File: src/rtl/i2c_addr_pkg.sv
package i2c_addr_pkg;

    // Bus events decoded from consecutive SCL/SDA samples.
    typedef struct packed {
        logic scl_rise;
        logic scl_fall;
        logic start;
        logic stop;
    } bus_evt_t;

    // Control register write targets.
    localparam logic SEL_ADDR = 1'b0;
    localparam logic SEL_CTRL = 1'b1;

endpackage

File: src/rtl/i2c_addr_busevt.sv
module i2c_addr_busevt
    import i2c_addr_pkg::*;
(
    input  logic     clk,
    input  logic     rst_n,
    input  logic     scl_i,
    input  logic     sda_i,
    output bus_evt_t evt_o
);
    typedef struct packed {
        logic scl;
        logic sda;
    } smp_t;

    smp_t smp_d, smp_q;

    always_comb begin
        smp_d.scl = scl_i;
        smp_d.sda = sda_i;
        evt_o.scl_rise = scl_i & ~smp_q.scl;
        evt_o.scl_fall = ~scl_i & smp_q.scl;
        evt_o.start    = scl_i & smp_q.scl & smp_q.sda & ~sda_i;
        evt_o.stop     = scl_i & smp_q.scl & ~smp_q.sda & sda_i;
    end

    always_ff @(posedge clk) begin
        if (!rst_n) begin
            smp_q <= '{scl: 1'b1, sda: 1'b1};
        end else begin
            smp_q <= smp_d;
        end
    end
endmodule

File: src/rtl/i2c_addr_cfg.sv
module i2c_addr_cfg
    import i2c_addr_pkg::*;
#(
    parameter int DATA_W = 8
) (
    input  logic              clk,
    input  logic              rst_n,
    input  logic              wr_en,
    input  logic              wr_sel,
    input  logic [DATA_W-1:0] wr_data,
    input  logic              lock,
    output logic [DATA_W-1:0] own_addr,
    output logic              nine_sel,
    output logic              stop_ie
);
    typedef struct packed {
        logic [DATA_W-1:0] addr;
        logic              nine;
        logic              sie;
    } cfg_t;

    cfg_t cfg_d, cfg_q;

    always_comb begin
        cfg_d = cfg_q;
        if (wr_en && wr_sel == SEL_ADDR && !lock) begin
            cfg_d.addr = {wr_data[DATA_W-1:1], 1'b0};
        end
        if (wr_en && wr_sel == SEL_CTRL) begin
            cfg_d.nine = wr_data[0];
            cfg_d.sie  = wr_data[1];
        end
    end

    always_ff @(posedge clk) begin
        if (!rst_n) begin
            cfg_q <= '0;
        end else begin
            cfg_q <= cfg_d;
        end
    end

    assign own_addr = cfg_q.addr;
    assign nine_sel = cfg_q.nine;
    assign stop_ie  = cfg_q.sie;
endmodule

File: src/rtl/i2c_addr_rx.sv
module i2c_addr_rx
    import i2c_addr_pkg::*;
#(
    parameter int DATA_W = 8
) (
    input  logic              clk,
    input  logic              rst_n,
    input  bus_evt_t          evt,
    input  logic              sda_i,
    output logic [DATA_W-1:0] rx_byte,
    output logic              fall_data,
    output logic              fall_ack
);
    localparam int CNT_W = $clog2(DATA_W + 2);
    localparam logic [CNT_W-1:0] LAST_DATA = CNT_W'(DATA_W);
    localparam logic [CNT_W-1:0] ACK_CLK   = CNT_W'(DATA_W + 1);

    typedef struct packed {
        logic [CNT_W-1:0]  cnt;
        logic [DATA_W-1:0] shreg;
    } rx_t;

    rx_t rx_d, rx_q;

    always_comb begin
        rx_d = rx_q;
        if (evt.start || evt.stop) begin
            rx_d.cnt = '0;
        end else if (evt.scl_rise) begin
            if (rx_q.cnt < LAST_DATA) begin
                rx_d.shreg = {rx_q.shreg[DATA_W-2:0], sda_i};
            end
            if (rx_q.cnt < ACK_CLK) begin
                rx_d.cnt = rx_q.cnt + 1'b1;
            end
        end else if (evt.scl_fall && rx_q.cnt == ACK_CLK) begin
            rx_d.cnt = '0;
        end
    end

    always_ff @(posedge clk) begin
        if (!rst_n) begin
            rx_q <= '0;
        end else begin
            rx_q <= rx_d;
        end
    end

    assign rx_byte   = rx_q.shreg;
    assign fall_data = evt.scl_fall && rx_q.cnt == LAST_DATA;
    assign fall_ack  = evt.scl_fall && rx_q.cnt == ACK_CLK;
endmodule

File: src/rtl/i2c_addr_match.sv
module i2c_addr_match
    import i2c_addr_pkg::*;
#(
    parameter int DATA_W = 8
) (
    input  logic              clk,
    input  logic              rst_n,
    input  bus_evt_t          evt,
    input  logic [DATA_W-1:0] rx_byte,
    input  logic [DATA_W-2:0] own_id,
    input  logic              fall_data,
    input  logic              fall_ack,
    input  logic              nine_sel,
    input  logic              stop_ie,
    output logic              irq,
    output logic              started,
    output logic              ext_code,
    output logic              rw_dir
);
    typedef struct packed {
        logic started;
        logic first;
        logic addressed;
        logic ext;
        logic rw;
        logic irq;
    } mt_t;

    mt_t mt_d, mt_q;
    logic id_hit, ext_now, sel_now;

    always_comb begin
        id_hit  = rx_byte[DATA_W-1:1] == own_id;
        ext_now = rx_byte[DATA_W-1 -: 4] == 4'b0000 ||
                  rx_byte[DATA_W-1 -: 4] == 4'b1111;
        sel_now = id_hit || ext_now;

        mt_d     = mt_q;
        mt_d.irq = 1'b0;
        if (evt.start) begin
            mt_d.started   = 1'b1;
            mt_d.first     = 1'b1;
            mt_d.addressed = 1'b0;
            mt_d.ext       = 1'b0;
        end else if (evt.stop) begin
            mt_d.started   = 1'b0;
            mt_d.first     = 1'b0;
            mt_d.addressed = 1'b0;
            mt_d.irq       = stop_ie;
        end else if (fall_data) begin
            if (mt_q.first) begin
                mt_d.addressed = sel_now;
                mt_d.ext       = ext_now;
                mt_d.rw        = rx_byte[0];
                mt_d.irq       = !nine_sel && sel_now;
            end else begin
                mt_d.irq       = !nine_sel && mt_q.addressed;
            end
        end else if (fall_ack) begin
            mt_d.first = 1'b0;
            mt_d.irq   = nine_sel && mt_q.addressed;
        end
    end

    always_ff @(posedge clk) begin
        if (!rst_n) begin
            mt_q <= '0;
        end else begin
            mt_q <= mt_d;
        end
    end

    assign irq      = mt_q.irq;
    assign started  = mt_q.started;
    assign ext_code = mt_q.ext;
    assign rw_dir   = mt_q.rw;
endmodule

File: src/rtl/i2c_addr_irq.sv
module i2c_addr_irq
    import i2c_addr_pkg::*;
#(
    parameter int ADDR_W = 7
) (
    input  logic              clk,
    input  logic              rst_n,
    input  logic              scl_i,
    input  logic              sda_i,
    input  logic              wr_en,
    input  logic              wr_sel,
    input  logic [ADDR_W:0]   wr_data,
    output logic              irq_o,
    output logic              start_seen_o,
    output logic              ext_code_o,
    output logic              rw_dir_o,
    output logic [ADDR_W:0]   own_addr_o
);
    localparam int DATA_W = ADDR_W + 1;

    bus_evt_t          evt_w;
    logic [DATA_W-1:0] own_addr_w;
    logic [DATA_W-1:0] rx_byte_w;
    logic              nine_sel_w, stop_ie_w;
    logic              fall_data_w, fall_ack_w;
    logic              started_w;

    i2c_addr_busevt u_evt (
        .clk   (clk),
        .rst_n (rst_n),
        .scl_i (scl_i),
        .sda_i (sda_i),
        .evt_o (evt_w)
    );

    i2c_addr_cfg #(.DATA_W(DATA_W)) u_cfg (
        .clk      (clk),
        .rst_n    (rst_n),
        .wr_en    (wr_en),
        .wr_sel   (wr_sel),
        .wr_data  (wr_data),
        .lock     (started_w),
        .own_addr (own_addr_w),
        .nine_sel (nine_sel_w),
        .stop_ie  (stop_ie_w)
    );

    i2c_addr_rx #(.DATA_W(DATA_W)) u_rx (
        .clk       (clk),
        .rst_n     (rst_n),
        .evt       (evt_w),
        .sda_i     (sda_i),
        .rx_byte   (rx_byte_w),
        .fall_data (fall_data_w),
        .fall_ack  (fall_ack_w)
    );

    i2c_addr_match #(.DATA_W(DATA_W)) u_match (
        .clk       (clk),
        .rst_n     (rst_n),
        .evt       (evt_w),
        .rx_byte   (rx_byte_w),
        .own_id    (own_addr_w[DATA_W-1:1]),
        .fall_data (fall_data_w),
        .fall_ack  (fall_ack_w),
        .nine_sel  (nine_sel_w),
        .stop_ie   (stop_ie_w),
        .irq       (irq_o),
        .started   (started_w),
        .ext_code  (ext_code_o),
        .rw_dir    (rw_dir_o)
    );

    assign start_seen_o = started_w;
    assign own_addr_o   = own_addr_w;
endmodule

File: config.mk
export PLATFORM = sky130hd
export DESIGN_NAME = i2c_addr_irq
export DESIGN_NICKNAME = d
export VERILOG_FILES = /design/src/rtl/i2c_addr_pkg.sv /design/src/rtl/i2c_addr_busevt.sv /design/src/rtl/i2c_addr_cfg.sv /design/src/rtl/i2c_addr_rx.sv /design/src/rtl/i2c_addr_match.sv /design/src/rtl/i2c_addr_irq.sv
export SDC_FILE = /design/constraint.sdc
export NUM_CORES = 1
export LEC_CHECK = 0
export ABC_AREA = 0
export BUFFER_PORTS_ARGS = -buffer_cell sky130_fd_sc_hd__clkbuf_2
export CORE_UTILIZATION = 40
export CTS_BUF_LIST = sky130_fd_sc_hd__clkbuf_16
export DETAILED_ROUTE_END_ITERATION = 16
export PLACE_DENSITY_LB_ADDON = 0.12
export SKIP_CTS_REPAIR_TIMING = 1
export SYNTH_ARGS = -nofsm -noshare
export SYNTH_HDL_FRONTEND = slang
export SYNTH_SLANG_ARGS = --single-unit
File: constraint.sdc
create_clock -name clk -period 1.5 [get_ports clk]
set_input_delay 0 -clock clk [delete_from_list [all_inputs] [get_ports clk]]
set_output_delay 0 -clock clk [all_outputs]
set_load 0.005 [all_outputs]
==> results.json <==
{
  "status": "finished with violations",
  "violations": "hold timing",
  "final_antenna_net_count": 0,
  "area_growth_syn_to_layout_pct": 31.5,
  "grt.overflow.total": 0,
  "dp_hpwl_um": 2010,
  "post-route-drc-count": 0,
  "htree_levels": 2,
  "setup_viol": 0,
  "numPortBuffers": 24,
  "synth.top_cell.area_share_pct": 41.9,
  "skew_ps": 4.58,
  "start_kind": "flip-flop",
  "hold_path.class": "in -> reg",
  "ys_top_cells_by_area": "dfxtp_1 42%, mux2i_1 13%, nor2b_1 7.7%",
  "first_pass_iters": 6,
  "avgSynthCellArea_um2": 9.83,
  "track_usage_pct": 16.7,
  "die_h_um": 60.9,
  "gp_congestion": 0.781,
  "leakage_uw": 0.000800,
  "r2r-start": "u_rx.rx_q[8]",
  "drt_iter0_drc": 20,
  "setup_ws_ps": 39.3,
  "dp_cells": 215,
  "maxCapViolCount": 0,
  "regToRegSetupSlack_ps": 40,
  "vdd_drop_max_v": 0.000660,
  "synthCells": 141,
  "synthDistinctLibCells": 39,
  "antenna_found_initial": 0,
  "root_buffer": "clkbuf_16",
  "worstSetupStartpoint": "u_rx.rx_q[8]",
  "viasPerCell": 4.90,
  "critPathArrivalTime_ps": 1620,
  "path_clk_slew_ps": 50,
  "routed_wl_um": 2770,
  "endpoint_kind": "flip-flop",
  "yosysTopAreaCell": "dfxtp_1",
  "grt_max_degree": 23,
  "yosysWarnings": 0,
  "slew_violations": 0,
  "fp.coreArea_um2": 3340,
  "grt_pass1_vias": 952,
  "powerDensity_nw_per_um2": 1120,
  "via_count": 1097,
  "diodes": 0,
  "synth.net_count": 158,
  "netlist_top_cells_count": "29 x dfxtp_1, 18 x mux2i_1, 17 x nor2b_1",
  "post-route-period-util_pct": 97.4,
  "wl_per_cell_um": 12.3,
  "dieArea_um2": 3710,
  "max_freq_ghz": 0.685,
  "r2r-end": "u_rx.rx_q[8]",
  "hold_ws_ps": -16.6,
  "final_cells": 224,
  "die_w_um": 60.9,
  "drive_gt1_share_pct": 28.7,
  "cts.sinks": 29,
  "synth-async-reset-ratio_pct": 0,
  "rsz0062_at_grt": "true",
  "worstRegToRegCells": 6,
  "synth_seq_area_share_pct": 41.9,
  "initial_core_util_pct": 41.5,
  "worstSetupPathType": "reg -> reg",
  "cts_tree": "yes",
  "pre_cts_slack_ps": -25.1,
  "fp-row-count": 21,
  "finalCriticalPeriod_ps": 1460,
  "crit_fanout": 3,
  "syn-cell-area_um2": 1390,
  "endpoint": "u_rx.rx_q[8]",
  "io-pin-count": 26,
  "ys_ff_latch": 29,
  "synth.most_common_cell": "dfxtp_1",
  "grt_first_pass_wirelength_um": 4400,
  "nets": 194,
  "clk_latency_ps": 270,
  "numCtsBuffers": 5,
  "ys.flop_type": "dfxtp_1",
  "synth_edf_count": 0,
  "clock_path_buffers": 2,
  "hold_viol": 5,
  "cp.required_ps": 1650
}
==> cell families after synthesis <==
logic type,count (synthesis),synth area share (%)
xor+xnor,8,5.05
simple gates,53,23.4
mux,18,13.0
buf+inv,11,3.43
flops,29,41.9
fa+ha+maj,3,2.71
other cells,1,0.270
compound gates,18,10.3
==> how the worst min path moves through the flow <==
stage                from                 to  slack (ps)  depth (start not counted)
5_1_grt        wr_data[6]  u_cfg.own_addr[6]           7                          3
3_5_place_dp   wr_data[0]     u_cfg.nine_sel         260                          3
2_1_floorplan       rst_n     u_evt.smp_q[0]          70                          1
6_report       wr_data[2]  u_cfg.own_addr[2]         -20                          3
4_1_cts        wr_data[2]  u_cfg.own_addr[2]         -20                          3
3_3_place_gp   wr_data[5]  u_cfg.own_addr[5]         260                          3
==> through the flow <==
| stage | utilization, % | TNS, ps | hold WS, ps | cell area [um2] | power [uW] |
|---|---|---|---|---|---|
| global placement | 48.3 | 0 | 260 | 1610 | 973 |
| finish | 54.6 | 0 | -16.6 | 1820 | 2040 |
| global route | 54.6 | -65.8 | 6.51 | 1820 | 2120 |
| floorplan | - | 0 | 73.0 | 1390 | 914 |
| detailed placement | 48.3 | -25.1 | 263 | 1610 | 976 |
| CTS | 53.2 | -37.0 | -18.8 | 1770 | 2070 |
==> routing by layer <==
layer,up-vias,wire (um),GRT usage (%)
met1,513,1360,22.9
met2,16,1290,23.5
li1,566,-,-
met4,0,19,7.79
met3,2,98,5.76
met5,-,0,0
==> critical path: stages (launching register included) <==
cell,delay (ps)
dfxtp_4,360
inv_2,70
ha_4,130
or4bb_1,420
o211ai_2,110
mux2i_1,210
nor2_1,60
==> flip-flops by register name, summed over array words and instances, names as in the netlist, 2 cells and up <==
register        flops
u_cfg.own_addr      7
u_evt.smp_q         2
u_match.mt_q        2
u_rx.rx_byte        8
u_rx.rx_q           4
==> area by class of cell <==
| type | instances | area, um2 |
|---|---|---|
| fill | 310 | 1510 |
| multi-input combinational | 101 | 790 |
| sequential | 29 | 587 |
| timing repair buffer | 35 | 205 |
| clock buffer | 5 | 125 |
| tap | 46 | 57.6 |
| clock inverter | 3 | 37.5 |
| inverter | 5 | 21.3 |
==> where the power goes <==
part / total, uW / internal [uW] / switching, uW
Clock: 1080 / 768 / 314
Combinational: 151 / 81.5 / 69.2
Sequential: 812 / 792 / 20.3
==> placed cells by master (no fill, tap or decap), types with 2 or more instances in the layout <==
master     count
a21boi_0       4
a31oi_1        2
buf_4         10
clkbuf_16      5
clkbuf_2      24
dfxtp_1       26
dfxtp_2        2
ha_4           2
inv_1          4
mux2i_1       18
nand2_1        8
nand2b_1       3
nand3_1        4
nand4_1        2
nand4b_1       2
nor2_1         8
nor2b_1       17
o21ai_0        2
xnor2_1        4
xor2_1         4
Power figures use the tool's default switching activity.
